## config.mk

```make
export PLATFORM = sky130hd
export DESIGN_NAME = cfg_addr_xlate
export DESIGN_NICKNAME = d
export VERILOG_FILES = /design/src/rtl/cax_pkg.sv /design/src/rtl/lsb_encoder.sv /design/src/rtl/size_align.sv /design/src/rtl/xlate_core.sv /design/src/rtl/cfg_addr_xlate.sv
export SDC_FILE = /design/constraint.sdc
export NUM_CORES = 1
export LEC_CHECK = 0
export ABC_AREA = 0
export BUFFER_PORTS_ARGS = -buffer_cell sky130_fd_sc_hd__buf_2
export CORE_MARGIN = 5
export CORE_UTILIZATION = 42
export DETAILED_ROUTE_END_ITERATION = 8
export PLACE_DENSITY_LB_ADDON = 0.25
export SLEW_MARGIN = 25
export SYNTH_ARGS = -nofsm -noshare
export SYNTH_HDL_FRONTEND = slang
export SYNTH_SLANG_ARGS = --single-unit
```

## constraint.sdc

```tcl
create_clock -name clk -period 1.48 [get_ports clk]
set_input_delay 0.222 -clock clk [delete_from_list [all_inputs] [get_ports clk]]
set_output_delay 0.222 -clock clk [all_outputs]
set_load 0.02 [all_outputs]
```

## src/rtl/cax_pkg.sv

```systemverilog
package cax_pkg;
    typedef enum logic [1:0] {
        SZ_BYTE = 2'b00,
        SZ_HALF = 2'b01,
        SZ_WORD = 2'b10,
        SZ_RSVD = 2'b11
    } acc_size_e;

    localparam int unsigned CFG_W   = 32;
    localparam int unsigned SEL_LO  = 11;
    localparam int unsigned SEL_W   = CFG_W - SEL_LO;
    localparam int unsigned DEV_W   = $clog2(SEL_W);
    localparam logic [CFG_W-1:0] BAD_CODE = '1;

    typedef struct packed {
        logic             vld;
        logic             err;
        logic             clr;
        logic [CFG_W-1:0] addr;
    } xl_state_t;
endpackage

```

## src/rtl/lsb_encoder.sv

```systemverilog
module lsb_encoder #(
    parameter int unsigned W     = 21,
    localparam int unsigned IDXW = $clog2(W)
) (
    input  logic [W-1:0]    bits_i,
    output logic            found_o,
    output logic [IDXW-1:0] idx_o
);
    always_comb begin
        idx_o = '0;
        for (int i = W - 1; i >= 0; i--) begin
            if (bits_i[i]) begin
                idx_o = IDXW'(i);
            end
        end
    end

    assign found_o = |bits_i;
endmodule

```

## src/rtl/size_align.sv

```systemverilog
module size_align
    import cax_pkg::*;
(
    input  acc_size_e   size_i,
    input  logic [1:0]  low_i,
    output logic        bad_o
);
    always_comb begin
        unique case (size_i)
            SZ_BYTE: bad_o = 1'b0;
            SZ_HALF: bad_o = low_i[0];
            SZ_WORD: bad_o = |low_i;
            default: bad_o = 1'b1;
        endcase
    end
endmodule

```

## src/rtl/xlate_core.sv

```systemverilog
module xlate_core
    import cax_pkg::*;
#(
    parameter int unsigned BUS_W = 8
) (
    input  logic [15:0]      off_i,
    input  acc_size_e        size_i,
    input  logic [16:0]      map_i,
    input  logic [BUS_W-1:0] bus_i,
    output logic [CFG_W-1:0] addr_o,
    output logic             err_o
);
    logic [CFG_W-1:0] cfg;
    logic             sel_hit;
    logic [DEV_W-1:0] dev;
    logic             misalign;

    assign cfg = {map_i[15:0], off_i};

    lsb_encoder #(.W(SEL_W)) u_enc (
        .bits_i  (cfg[CFG_W-1:SEL_LO]),
        .found_o (sel_hit),
        .idx_o   (dev)
    );

    size_align u_align (
        .size_i (size_i),
        .low_i  (off_i[1:0]),
        .bad_o  (misalign)
    );

    assign err_o = map_i[16] | ~sel_hit | misalign;

    always_comb begin
        addr_o        = '0;
        addr_o[31]    = 1'b1;
        addr_o[16 +: BUS_W] = bus_i;
        addr_o[15:11] = 5'(dev);
        addr_o[10:8]  = cfg[10:8];
        addr_o[7:2]   = cfg[7:2];
    end
endmodule

```

## src/rtl/cfg_addr_xlate.sv

```systemverilog
module cfg_addr_xlate
    import cax_pkg::*;
#(
    parameter int unsigned BUS_W = 8
) (
    input  logic             clk,
    input  logic             rst_n,
    input  logic             req_valid,
    input  logic [15:0]      req_offset,
    input  logic [1:0]       req_size,
    input  logic [16:0]      map_cfg,
    input  logic [BUS_W-1:0] bus_num,
    output logic             out_valid,
    output logic             out_err,
    output logic [31:0]      out_addr,
    output logic             clr_abort
);
    xl_state_t        st_d, st_q;
    logic [CFG_W-1:0] xl_addr;
    logic             xl_err;

    xlate_core #(.BUS_W(BUS_W)) u_core (
        .off_i  (req_offset),
        .size_i (acc_size_e'(req_size)),
        .map_i  (map_cfg),
        .bus_i  (bus_num),
        .addr_o (xl_addr),
        .err_o  (xl_err)
    );

    always_comb begin
        st_d     = st_q;
        st_d.vld = req_valid;
        st_d.err = req_valid & xl_err;
        st_d.clr = req_valid & ~xl_err;
        if (req_valid) begin
            st_d.addr = xl_err ? BAD_CODE : xl_addr;
        end
    end

    always_ff @(posedge clk) begin
        if (!rst_n) begin
            st_q <= '0;
        end else begin
            st_q <= st_d;
        end
    end

    assign out_valid = st_q.vld;
    assign out_err   = st_q.err;
    assign out_addr  = st_q.addr;
    assign clr_abort = st_q.clr;
endmodule

```

==> run metrics <==
clk buf depth 2; Post-Route WL 3250 um; post-synth net total 203; Fin Clk Skew 0 ns; synth warn 0; FP Rows 20; sequential power share 52.2%; Leak Pwr 0.905 nW; pwr dens 845 mW/mm^2; CTS resizes 0; max capacitance violation total 0; post-route clock period utilization 88.2%; unrepaired setup endpoints after global routing false; Switching Share 31.2%; Tot GR Track Use 15.2%; Synth cell types 31; die area 0.00422 sq mm; first-pass GRT wire length 5220 um; part of the power in the clock network 20.7%; residual overflow from global routing 0; initial DRC count 65; via count 1376; worst min path class in2reg; CP top delay family simple AND/OR/NAND/NOR gates; Core Area 0.00298 sq mm; DRC violations left 0; WP data required 1.74 ns; die height 64.9 um; CP max stage cell nor4_1; drt pass-1 iters 4; fmax 0.766 GHz; crit path capture type flop; clock root buffer clkbuf_4; #FFs+latches synth 27; n_diodes 0; Psw 0.483 mW; Worst R2R Start out_addr[30]; gpl congestion 0.891; worst hold margin 0.149 ns; worst vdd ir 0.273 mV; initial antenna violation count 0; total power 1.55 mW; worst setup margin 0.175 ns; Hold Path Sink out_addr[8]; outcome complete, no violations; Final Cell Area 0.00183 sq mm; sequential-to-total area share from yosys stat 42.6%; H-tree levels 1; I/O pins 81; CTS tree done; DP HPWL 2640 um; Fin. Hold Viols 0; post-route ant nets 0; Clock transition at path regs 0.15 ns; Reg-to-Reg End out_addr[30]; net total in the final layout 296; maximum fanout along the worst path 17; worst reg2reg path depth 2; Worst Max-Slew Pin Slew 0.453 ns; Initial Util 42.6%; min cycle time layout 1.30 ns; vias per cell 4.88; Slew Viols, Final 0; Layout Area Growth over Synthesis 44.4%; Die X-Extent 64.9 um; Worst Path Buf+Inv 2; Post-Synthesis Cells 157; Comb power frac 27.2%; TritonCTS Sinks 27; worst skew pair latency 0.32 ns; TritonCTS buffer count 3; wire length per cell 11.5 um; kind of critical path in2reg; layout cells sized above 1 46.2%; Mean Syn Cell Area 8.07 sq um; number of post-CTS setup repair buffers 0; Final setup viols 0; port bufs 80; Cell Int Power 1.06 mW; WP data arrival 1.56 ns; Setup crit start kind input pin; pre-CTS setup slack -0.163 ns; crit-path cells buf_2, nor4_1, nand4_1, o21ai_2, buf_12, nor2_1, a21oi_1; cell depth of the worst min-delay path 3; Worst path max stage delay 0.41 ns; mapped cell area 0.00127 sq mm; Post-DP Area 0.00180 sq mm; total negative setup slack 0 ns; # hold bufs at CTS 0; hold path start req_offset[8]; vias in the first global route 1294; largest net degree at the start of global routing 26; FF-to-FF setup slack 0.73 ns; Max-slew headroom 69.0%
[layout by cell type (no fill, tap or decap), drive strengths merged, types with 2 or more instances in the layout]
master and n:
a31oi 4, nor2 25, a21oi 25, inv 5, dfxtp 27, nor4 7
clkbuf 3, o21ai 27, and2 2, nor2b 2, or3 2, buf 105
[cells in the mapped netlist]
| library cell | n | area (sq um) |
|---|---|---|
| dfxtp_1 | 27 | 541 |
| o21ai_0 | 26 | 130 |
| nor2_1 | 25 | 93.8 |
| a21oi_1 | 23 | 115 |
| buf_4 | 8 | 60.1 |
| clkbuf_1 | 7 | 26.3 |
| inv_1 | 5 | 18.8 |
| a31oi_1 | 4 | 25.0 |
| nor4_1 | 4 | 25.0 |
| a21oi_2 | 2 | 17.5 |
| and2_1 | 2 | 12.5 |
| buf_6 | 2 | 22.5 |
| nor2b_1 | 2 | 12.5 |
| nor4_2 | 2 | 25.0 |
| or3_1 | 2 | 12.5 |
| a2111oi_0 | 1 | 8.76 |
| a21boi_0 | 1 | 7.51 |
| a21o_1 | 1 | 7.51 |
| nand2_1 | 1 | 3.75 |
| nand3_1 | 1 | 5.00 |
| nand4_1 | 1 | 6.26 |
| nor3_1 | 1 | 5.00 |
| nor4_4 | 1 | 21.3 |
| o21a_1 | 1 | 7.51 |
| o21ai_2 | 1 | 8.76 |
| o311ai_0 | 1 | 8.76 |
| o31a_1 | 1 | 8.76 |
| o31ai_1 | 1 | 7.51 |
| o41ai_1 | 1 | 8.76 |
| or2b_1 | 1 | 7.51 |
| or4_1 | 1 | 7.51 |
[power groups by stage]
stage | Clock (mW) | Combinational [mW] | Sequential, mW
finish | 0.319 | 0.420 | 0.807
floorplan | 0 | 0.162 | 0.892
CTS | 0.333 | 0.424 | 0.807
global route | 0.363 | 0.462 | 0.815
global placement | 0 | 0.420 | 0.822
detailed placement | 0 | 0.424 | 0.823
[sequential cells by signal (all words and copies together) (netlist names)]
name and cells:
out_addr 24, clr_abort 1, out_err 1, out_valid 1
[per-stage QoR]
step / util, % / cells
2_1_floorplan: - / 157
3_3_place_gp: 60.5 / 278
3_5_place_dp: 60.5 / 278
4_1_cts: 61.5 / 282
5_1_grt: 61.5 / 282
6_report: 61.5 / 282
[layout make-up]
cell class	count	area (sq um)
Clock buffer	3	22.5
Timing Repair Buffer	105	601
Sequential cell	27	541
Clock inverter	1	7.51
Multi-Input combinational cell	108	599
Fill cell	288	1150
Tap cell	33	41.3
Inverter	5	18.8
[kinds of logic (layout without fill, tap and decap cells)]
kind of cell,Yosys count,after routing,share of synthesized area (%)
AOI/OAI and AO/OA,64,64,28.5
buffers and inverters,22,114,10.1
DFF,27,27,42.6
and+or+nand+nor,44,44,18.8
[tightest hold or removal path, delay by kind of cell]
family	cells	cell delay [ns]
compound gates	1	0.11
simple gates	1	0.03
buf+inv	1	0.08
[routing by layer]
metal  wire (um)  GRT usage, %  up-vias
met3         192          1.56        2
met4          23          3.96        0
met5           0             0        -
li1            -             -      736
met1        1390          16.7      594
met2        1640          30.4       44
[worst max path at each step]
stage               depth (start not counted)        from  slack, ns            to
global route                                7  map_cfg[4]       0.05  out_addr[18]
detailed placement                          7  map_cfg[4]      -0.16  out_addr[19]
finish                                      7  map_cfg[4]       0.18  out_addr[23]
CTS                                         7  map_cfg[4]       0.17  out_addr[23]
floorplan                                   6  map_cfg[4]       0.18  out_addr[13]
global placement                            7  map_cfg[4]      -0.15  out_addr[18]
No activity file was read; power rests on OpenSTA's default activity.
